### src/rtl/srx_pkg.sv
package srx_pkg;
  typedef enum logic [1:0] {
    ST_IDLE  = 2'd0,
    ST_START = 2'd1,
    ST_DATA  = 2'd2,
    ST_STOP  = 2'd3
  } srx_state_e;
endpackage

### src/rtl/srx_sync.sv
module srx_sync #(
  parameter int STAGES = 2
) (
  input  logic clk,
  input  logic rst_n,
  input  logic din,
  output logic dout
);
  logic [STAGES-1:0] chain_q;

  always_ff @(posedge clk or negedge rst_n) begin
    if (!rst_n) chain_q <= '1;
    else        chain_q <= {chain_q[STAGES-2:0], din};
  end

  assign dout = chain_q[STAGES-1];
endmodule

### src/rtl/srx_vote.sv
module srx_vote (
  input  logic clk,
  input  logic rst_n,
  input  logic cap_first,
  input  logic cap_second,
  input  logic line,
  output logic vote,
  output logic unanimous
);
  logic s_a_q, s_b_q, s_a_d, s_b_d;

  always_comb begin
    s_a_d = cap_first  ? line : s_a_q;
    s_b_d = cap_second ? line : s_b_q;
  end

  always_ff @(posedge clk or negedge rst_n) begin
    if (!rst_n) begin
      s_a_q <= 1'b1;
      s_b_q <= 1'b1;
    end else begin
      s_a_q <= s_a_d;
      s_b_q <= s_b_d;
    end
  end

  // Third sample is the live line at the deciding enable.
  assign vote      = (s_a_q & s_b_q) | (s_a_q & line) | (s_b_q & line);
  assign unanimous = (s_a_q == s_b_q) && (s_b_q == line);
endmodule

### src/rtl/srx_framer.sv
module srx_framer
  import srx_pkg::*;
#(
  parameter int OVS = 16,
  parameter int DW  = 8
) (
  input  logic          clk,
  input  logic          rst_n,
  input  logic          tick,
  input  logic          line,
  input  logic          nine,
  output logic          done_o,
  output logic [DW-1:0] data_o,
  output logic          bit8_o,
  output logic          noise_o,
  output logic          ferr_o
);
  localparam int CW    = $clog2(OVS);
  localparam int IW    = CW + 1;
  localparam int BW    = $clog2(DW + 1);
  localparam int MID_A = OVS / 2 - 1;
  localparam int MID_B = OVS / 2;
  localparam int MID_C = OVS / 2 + 1;

  srx_state_e st_q, st_d;
  logic [CW-1:0] smp_q, smp_d;
  logic [BW-1:0] bit_q, bit_d;
  logic [DW:0]   sh_q, sh_d;
  logic          nz_q, nz_d;
  logic          done_d, noise_d, ferr_d, bit8_d;
  logic [DW-1:0] data_d;
  logic [IW-1:0] idx;
  logic [BW-1:0] last_bit;
  logic          in_bit, decide, last_slot, vote, unan;

  assign idx       = {1'b0, smp_q} + IW'(1);
  assign in_bit    = (st_q != ST_IDLE);
  assign decide    = tick && in_bit && (idx == IW'(MID_C));
  assign last_slot = (idx == IW'(OVS));
  assign last_bit  = nine ? BW'(DW) : BW'(DW - 1);

  srx_vote u_vote (
    .clk        (clk),
    .rst_n      (rst_n),
    .cap_first  (tick && in_bit && (idx == IW'(MID_A))),
    .cap_second (tick && in_bit && (idx == IW'(MID_B))),
    .line       (line),
    .vote       (vote),
    .unanimous  (unan)
  );

  always_comb begin
    st_d    = st_q;
    smp_d   = smp_q;
    bit_d   = bit_q;
    sh_d    = sh_q;
    nz_d    = nz_q;
    done_d  = 1'b0;
    data_d  = data_o;
    bit8_d  = bit8_o;
    noise_d = noise_o;
    ferr_d  = ferr_o;
    unique case (st_q)
      ST_IDLE: begin
        if (tick && !line) begin
          st_d  = ST_START;
          smp_d = CW'(1);
          nz_d  = 1'b0;
        end
      end
      ST_START: begin
        if (tick) begin
          smp_d = idx[CW-1:0];
          if (decide) begin
            if (vote) st_d = ST_IDLE;
            else      nz_d = nz_q | ~unan;
          end
          if (last_slot) begin
            st_d  = ST_DATA;
            bit_d = '0;
          end
        end
      end
      ST_DATA: begin
        if (tick) begin
          smp_d = idx[CW-1:0];
          if (decide) begin
            sh_d = {vote, sh_q[DW:1]};
            nz_d = nz_q | ~unan;
          end
          if (last_slot) begin
            if (bit_q == last_bit) st_d = ST_STOP;
            else                   bit_d = bit_q + BW'(1);
          end
        end
      end
      ST_STOP: begin
        if (tick) begin
          smp_d = idx[CW-1:0];
          if (decide) begin
            st_d    = ST_IDLE;
            done_d  = 1'b1;
            noise_d = nz_q | ~unan;
            ferr_d  = ~vote;
            data_d  = nine ? sh_q[DW-1:0] : sh_q[DW:1];
            bit8_d  = nine & sh_q[DW];
          end
        end
      end
      default: st_d = ST_IDLE;
    endcase
  end

  always_ff @(posedge clk or negedge rst_n) begin
    if (!rst_n) begin
      st_q    <= ST_IDLE;
      smp_q   <= '0;
      bit_q   <= '0;
      sh_q    <= '0;
      nz_q    <= 1'b0;
      done_o  <= 1'b0;
      data_o  <= '0;
      bit8_o  <= 1'b0;
      noise_o <= 1'b0;
      ferr_o  <= 1'b0;
    end else begin
      st_q    <= st_d;
      smp_q   <= smp_d;
      bit_q   <= bit_d;
      sh_q    <= sh_d;
      nz_q    <= nz_d;
      done_o  <= done_d;
      data_o  <= data_d;
      bit8_o  <= bit8_d;
      noise_o <= noise_d;
      ferr_o  <= ferr_d;
    end
  end

  // Data bit counter never passes the ninth position
  assert_bit_index_range_R3: assert property (@(posedge clk) disable iff (!rst_n)
    (st_q == ST_DATA) |-> (bit_q <= BW'(DW)));
  // A completed frame leaves the receiver idle
  assert_done_returns_idle_R2: assert property (@(posedge clk) disable iff (!rst_n)
    done_o |-> (st_q == ST_IDLE));
  // Nothing leaves idle without a sample enable
  assert_idle_needs_tick_R10: assert property (@(posedge clk) disable iff (!rst_n)
    (st_q == ST_IDLE && !tick) |=> (st_q == ST_IDLE));
endmodule

### src/rtl/srx_holding.sv
module srx_holding #(
  parameter int DW = 8
) (
  input  logic          clk,
  input  logic          rst_n,
  input  logic          done,
  input  logic [DW-1:0] f_data,
  input  logic          f_bit8,
  input  logic          f_noise,
  input  logic          f_ferr,
  input  logic          status_rd,
  input  logic          data_rd,
  output logic [DW-1:0] data_q,
  output logic          bit8_q,
  output logic          full_q,
  output logic          ovr_q,
  output logic          nf_q,
  output logic          fe_q
);
  logic          armed_q, armed_d, clear_now;
  logic [DW-1:0] data_d;
  logic          bit8_d, full_d, ovr_d, nf_d, fe_d;

  assign clear_now = data_rd && armed_q;

  always_comb begin
    armed_d = armed_q;
    if (status_rd)    armed_d = 1'b1;
    else if (data_rd) armed_d = 1'b0;

    data_d = data_q;
    bit8_d = bit8_q;
    full_d = clear_now ? 1'b0 : full_q;
    ovr_d  = clear_now ? 1'b0 : ovr_q;
    nf_d   = clear_now ? 1'b0 : nf_q;
    fe_d   = clear_now ? 1'b0 : fe_q;
    if (done) begin
      if (full_d) begin
        ovr_d = 1'b1;
      end else begin
        data_d = f_data;
        bit8_d = f_bit8;
        full_d = 1'b1;
        nf_d   = nf_d | f_noise;
        fe_d   = fe_d | f_ferr;
      end
    end
  end

  always_ff @(posedge clk or negedge rst_n) begin
    if (!rst_n) begin
      armed_q <= 1'b0;
      data_q  <= '0;
      bit8_q  <= 1'b0;
      full_q  <= 1'b0;
      ovr_q   <= 1'b0;
      nf_q    <= 1'b0;
      fe_q    <= 1'b0;
    end else begin
      armed_q <= armed_d;
      data_q  <= data_d;
      bit8_q  <= bit8_d;
      full_q  <= full_d;
      ovr_q   <= ovr_d;
      nf_q    <= nf_d;
      fe_q    <= fe_d;
    end
  end

  // Overrun only while a character was waiting
  assert_overrun_needs_full_R7: assert property (@(posedge clk) disable iff (!rst_n)
    $rose(ovr_q) |-> $past(full_q));
  // Held character is not overwritten while waiting
  assert_hold_while_full_R7: assert property (@(posedge clk) disable iff (!rst_n)
    (full_q && !clear_now) |=> $stable(data_q));
  // Waiting flag comes only from a completed frame
  assert_full_from_frame_R2: assert property (@(posedge clk) disable iff (!rst_n)
    $rose(full_q) |-> $past(done));
  // Framing flag comes only from a completed frame
  assert_ferr_from_frame_R6: assert property (@(posedge clk) disable iff (!rst_n)
    $rose(fe_q) |-> $past(done));
  // Flags drop only on an armed data read
  assert_clear_needs_arm_R9: assert property (@(posedge clk) disable iff (!rst_n)
    $fell(full_q) |-> $past(clear_now));
endmodule

### src/rtl/nrz_receiver.sv
module nrz_receiver #(
  parameter int OVS = 16,
  parameter int DW  = 8
) (
  input  logic          clk,
  input  logic          rst_n,
  input  logic          sample_en,
  input  logic          rx_line,
  input  logic          nine_bit,
  input  logic          status_rd,
  input  logic          data_rd,
  output logic [DW-1:0] rx_data,
  output logic          rx_bit8,
  output logic          rx_full,
  output logic          rx_overrun,
  output logic          rx_noise,
  output logic          rx_frame_err
);
  logic          line_s, f_done, f_bit8, f_noise, f_ferr;
  logic [DW-1:0] f_data;

  srx_sync #(.STAGES(2)) u_sync (
    .clk   (clk),
    .rst_n (rst_n),
    .din   (rx_line),
    .dout  (line_s)
  );

  srx_framer #(.OVS(OVS), .DW(DW)) u_framer (
    .clk     (clk),
    .rst_n   (rst_n),
    .tick    (sample_en),
    .line    (line_s),
    .nine    (nine_bit),
    .done_o  (f_done),
    .data_o  (f_data),
    .bit8_o  (f_bit8),
    .noise_o (f_noise),
    .ferr_o  (f_ferr)
  );

  srx_holding #(.DW(DW)) u_hold (
    .clk       (clk),
    .rst_n     (rst_n),
    .done      (f_done),
    .f_data    (f_data),
    .f_bit8    (f_bit8),
    .f_noise   (f_noise),
    .f_ferr    (f_ferr),
    .status_rd (status_rd),
    .data_rd   (data_rd),
    .data_q    (rx_data),
    .bit8_q    (rx_bit8),
    .full_q    (rx_full),
    .ovr_q     (rx_overrun),
    .nf_q      (rx_noise),
    .fe_q      (rx_frame_err)
  );
endmodule

### config.mk
export PLATFORM = sky130hd
export DESIGN_NAME = nrz_receiver
export DESIGN_NICKNAME = d
export VERILOG_FILES = /design/src/rtl/srx_pkg.sv /design/src/rtl/srx_sync.sv /design/src/rtl/srx_vote.sv /design/src/rtl/srx_framer.sv /design/src/rtl/srx_holding.sv /design/src/rtl/nrz_receiver.sv
export SDC_FILE = /design/constraint.sdc
export NUM_CORES = 1
export LEC_CHECK = 0
export BUFFER_PORTS_ARGS = -buffer_cell sky130_fd_sc_hd__buf_4
export CELL_PAD_IN_SITES_DETAIL_PLACEMENT = 1
export CELL_PAD_IN_SITES_GLOBAL_PLACEMENT = 2
export CORE_UTILIZATION = 30
export DETAILED_ROUTE_END_ITERATION = 8
export PLACE_DENSITY_LB_ADDON = 0.1
export SETUP_SLACK_MARGIN = 0.15
export SLEW_MARGIN = 15
export SYNTH_ARGS = -nofsm -noshare
export SYNTH_HDL_FRONTEND = slang
export SYNTH_HIERARCHICAL = 1
export SYNTH_SLANG_ARGS = --single-unit
### constraint.sdc
create_clock -name clk -period 2.85 [get_ports clk]
set_input_delay 0.285 -clock clk [delete_from_list [all_inputs] [get_ports clk]]
set_output_delay 0.285 -clock clk [all_outputs]
set_load 0.01 [all_outputs]
# Word level (Yosys, flattened, before mapping)
# Cells that the tools add are included.
# classes
n_bitwise	12
addsub	2
n_mux	45
n_eq_ne	25
reduce_logical	21
# ops
op	count
two-way mux 4 bit	8
two-way mux 1 bit	22
two-way mux 2 bit	10
!= test 2 x 1 -> 1 bit, second input constant	8
one-hot mux 4 bit (2 select lines)	2
== test 5 x 4 -> 1 bit, second input constant	2
!= test 2 bit, second input constant	5
AND reduction 9 bit	1
two-way mux 8 bit	1
one-hot mux 2 bit (4 select lines)	1
logical AND 1 bit	7
AND reduction 7 bit	1
!= test 3 x 1 -> 1 bit, second input constant	2
AND reduction 3 bit	2
AND reduction 6 bit	1
nonzero test 2 bit	3
adder 4 x 1 -> 5 bit, second input constant	1
== test 5 x 3 -> 1 bit, second input constant	1
== test 5 bit, second input constant	1
bitwise OR 1 bit	5
adder 4 x 1 -> 4 bit, second input constant	1
bitwise AND 1 bit	4
== test 2 bit, second input constant	2
== test 4 bit	1
other kinds (9)	13
# word_totals
in_bits	7
ff_bits	50
word_cells	125
out_inout_bits	13

# Longest topological paths before layout
# logic_depth
depth_word	8
depth_mapped	9
ltp_nobuf	7

# Cells and area by module
# The synthesis kept the hierarchy.
# by_module_without_submodules
mod	instances	cells_each	area_per_inst_um2	seq_area_each_um2
srx_framer	1	169	1762.9	800.8
srx_holding	1	33	574.3	350.3
srx_vote	1	8	116.4	52.6
srx_sync	1	2	52.6	52.6

# Worst setup path after synthesis
# No wires, ideal clock.
# synth_path
kind	register to register
startpoint	register u_framer.smp_q[1]
endpoint	register (tool-made name)
setup_time_ns	0.079
slack_ns	0.984
arrival_ns	1.786
n_path_buf	0
t_required_ns	2.771
period_less_slack_ns	1.866
path_stages_with_launch	7
cell_sequence	dfrtp_1 -> ha_1 -> or3b_4 -> o22ai_4 -> a21oi_2 -> a211oi_1 -> mux2i_1
# synth_lines
element	line	source
start: declaration	srx_framer.sv:26	logic [CW-1:0] smp_q, smp_d;
start signal: assignment	srx_framer.sv:128	smp_q <= smp_d;

# Final worst setup path
# layout_path
startpoint	register u_framer.smp_q[1]
endpoint	register u_framer.data_o[0]
# layout_between
elab_chain_len	4
# layout_rtl
element	line	source
adder 4 x 1 -> 5 bit	srx_framer.sv:36	assign idx = {1'b0, smp_q} + IW'(1);
== test 5 x 4 -> 1 bit	srx_framer.sv:38	assign decide = tick && in_bit && (idx == IW'(MID_C));
logical AND 1 bit	srx_framer.sv:38	
AND reduction 3 bit (no line)	--	
end signal: assignment	srx_framer.sv:133	data_o <= data_d;
end: declaration	srx_framer.sv:13	output logic [DW-1:0] data_o,
# No other way between the ends.
# A chain may end at the register's enable or synchronous reset.

==> flow_summary.toml <==
[logic_synthesis]
synth_mux_area_share_pct = 15.7
synth_cell_types = 52
yosysTopAreaCellShare_pct = 45.9
synth_xor_area_share_pct = 0.699
ys_warn_count = 6
synthArstFlopShare_pct = 100
synth_compound_area_share_pct = 12.6
yosysTopAreaCell = "dfrtp_1"
syn_nets = 231
synth_edf_count = 0
syn_area_mm2 = 0.00251
synth_ff_type = "dfrtp_1"
synthAdderAreaFrac_pct = 5.99
ys_seq_area_share_pct = 50.1
synth_top_family_by_area = "multiplexers"
synth.area.top_cells = "dfrtp_1, ha_1, mux2_4"
synth.ff_latch_count = 50
synth_cells = 212
synth.most_common_cell = "dfrtp_1"
synth.avg_cell_area_um2 = 11.8
netlist_top_cells_count = "dfrtp_1, nand2_1, o21ai_0, ha_1, mux2i_1"
yosys.area_share.simple_pct = 11.9

[cts]
insertion_delay_ns = 0.30
htreeDepth = 2
cts.path.max_buffers = 2
clkTransAtPathRegs_ns = 0.10
ctsResizeCount = 0
postCtsSetupRepairBufs = 0
cts_hold_buf = 0
clock-sinks = 50
cts_buffers = 5
tritoncts = "done"
root_buffer = "clkbuf_8"

[sta]
clock_skew_ns = 0.00514
grt_setup_unrepaired = "false"
tns_ns = 0
min_period_over_period_pct = 80.7
hold_viol_final = 4
holdWs_ns = -0.0124
max_slew_margin_pct = 57.3
setup_ws_ns = 0.550
fmax_mhz = 435
worst_pin_slew_ns = 0.639
setup_viol = 0
drv_slew = 0
period_needed_ns = 2.30

[routing]
drcViolationCount = 0
ant_nets = 0
wire_per_inst_um = 14.5
vias_per_cell = 4.89
drt-pass1-iter-count = 4
vias = 1627
wirelength_um = 4840
drt_iter0_markers = 23

[global_routing]
grt_pass1_vias = 1700
antenna_found_initial = 0
grt_pass1_wl_um = 8220
gr-total-overflow = 0
grt_max_degree = 51
grt_use_total_pct = 12.2

[critical_path]
reg2reg_depth = 6
crit_chain = "ha_1 > or3b_4 > o22ai_4 > nand2_1 > nand2_1 > o21ai_0"
crit_top_cell = "nand2_1"
crit_path_end_kind = "flop"
critPathArrivalTime_ns = 2.46
critPathLaunchType = "flop"
r2r_slack_ns = 0.55
timing.rr.end = "u_framer/data_o[0]"
slowest_delay_ns = 0.47
timing.rr.start = "u_framer/smp_q[1]"
timing_worst_setup_path_type = "flop to flop"
cp_slowest_cell = "dfrtp_1"
cp.required_ns = 3.01
cp_max_fo = 23

[layout]
syn_to_final_growth_pct = 13.5
final_nets = 249
instances_no_fill = 333
diodes = 0
drive_gt1_share_pct = 25.5

[floorplan]
dieHeight_um = 93.4
initial_core_util_pct = 31.8
design.portCount = 20
num_rows = 32
fp.dieW_um = 93.4
coreArea_mm2 = 0.00789
die_area_mm2 = 0.00872

[run]
max-cap-violations = 0

[placed_design]
pre_cts_ws_ns = 0.564
hpwl_um = 3520
gp_congestion = 0.778
place_inst = 325
port_buffers = 19

[outcome]
status = "finished, violations left"
violations = "hold timing"

[power]
p_per_area_mw_per_mm2 = 706
leakagePower_nw = 1.38
ir_drop_mv = 0.306

[worst_hold_path]
hold_class = "input pin to asynchronous set/reset pin"
==> registers in the layout (all words and copies together) (netlist names), 2 cells and up, named ones only <==
register / count
u_framer/smp_q: 4
u_sync/chain_q: 2
u_framer/data_o: 8
u_hold/data_q: 8
u_framer/sh_q: 9
u_framer/bit_q: 4
==> cells by family (layout without fill, tap and decap cells) <==
kind of cell    after synthesis  after routing
xor+xnor                      2              2
compound gates               44             44
fa+ha+maj                    12             12
simple gates                 56             56
flops                        50             50
buf+inv                      15             34
mux                          33             33
==> worst max path at each step <==
stage	start	endpoint	depth (start not counted)
finish	u_framer/smp_q[1]	u_framer/data_o[0]	6
global route	u_framer/smp_q[1]	u_framer/data_o[0]	6
CTS	u_framer/st_q[0]	u_framer/ferr_o	7
detailed placement	u_framer/smp_q[1]	u_framer/ferr_o	6
global placement	u_framer/st_q[0]	u_framer/data_o[1]	7
floorplan	u_framer/smp_q[1]	flop	6
==> cell type report <==
| type | instances | area, um^2 |
|---|---|---|
| clock buffer | 5 | 68.8 |
| clock inverter | 3 | 47.5 |
| fill | 882 | 5040 |
| inverter | 7 | 26.3 |
| multi-input combinational | 147 | 1180 |
| sequential | 50 | 1260 |
| tap | 102 | 128 |
| timing repair buffer | 19 | 143 |
==> placed cells by master (no fill, tap or decap), types with 3 or more instances in the layout <==
| cell type | n |
|---|---|
| and3_1 | 3 |
| a22o_1 | 5 |
| buf_4 | 19 |
| o21ai_0 | 17 |
| mux2i_1 | 12 |
| mux2_4 | 10 |
| nor3_1 | 3 |
| nand2_1 | 21 |
| inv_1 | 7 |
| a21oi_1 | 4 |
| ha_1 | 12 |
| nand3_1 | 6 |
| dfrtp_1 | 46 |
| mux2_2 | 10 |
| dfstp_2 | 4 |
| clkbuf_8 | 5 |
| nor2_1 | 8 |
==> report_power, final <==
part	leakage, nW	internal, W	switching, W
sequential	0.666	0.000804	0.000104
combinational	0.653	0.000256	0.000318
clock	0.0587	0.000267	0.000260
==> metal layers <==
metal | track usage [%] | vias up | wire, um
li1 | - | 786 | -
met1 | 14.0 | 822 | 2120
met2 | 22.4 | 15 | 2570
met3 | 2.68 | 4 | 114
met4 | 3.46 | 0 | 44
met5 | 0 | - | 0
==> metrics by stage <==
step | total power (W) | util (%) | area [um^2] | hold WS [ns]
floorplan | 0.00135 | - | 2510 | -0.0106
global placement | 0.00148 | 34.6 | 2730 | 0.346
detailed placement | 0.00151 | 34.6 | 2730 | 0.348
CTS | 0.00205 | 36.1 | 2850 | 0.0151
global route | 0.00215 | 36.1 | 2850 | 0.0398
finish | 0.00201 | 36.1 | 2850 | -0.0124
==> critical path: cells and delay by family, from the launching register on <==
family                   cells  cell delay [ns]
AND/OR/NAND/NOR              3             1.06
flip-flops                   1             0.47
AO/OA/AOI/OAI                2             0.33
adder cells (fa/ha/maj)      1             0.29
No activity file was read; power rests on OpenSTA's default activity.
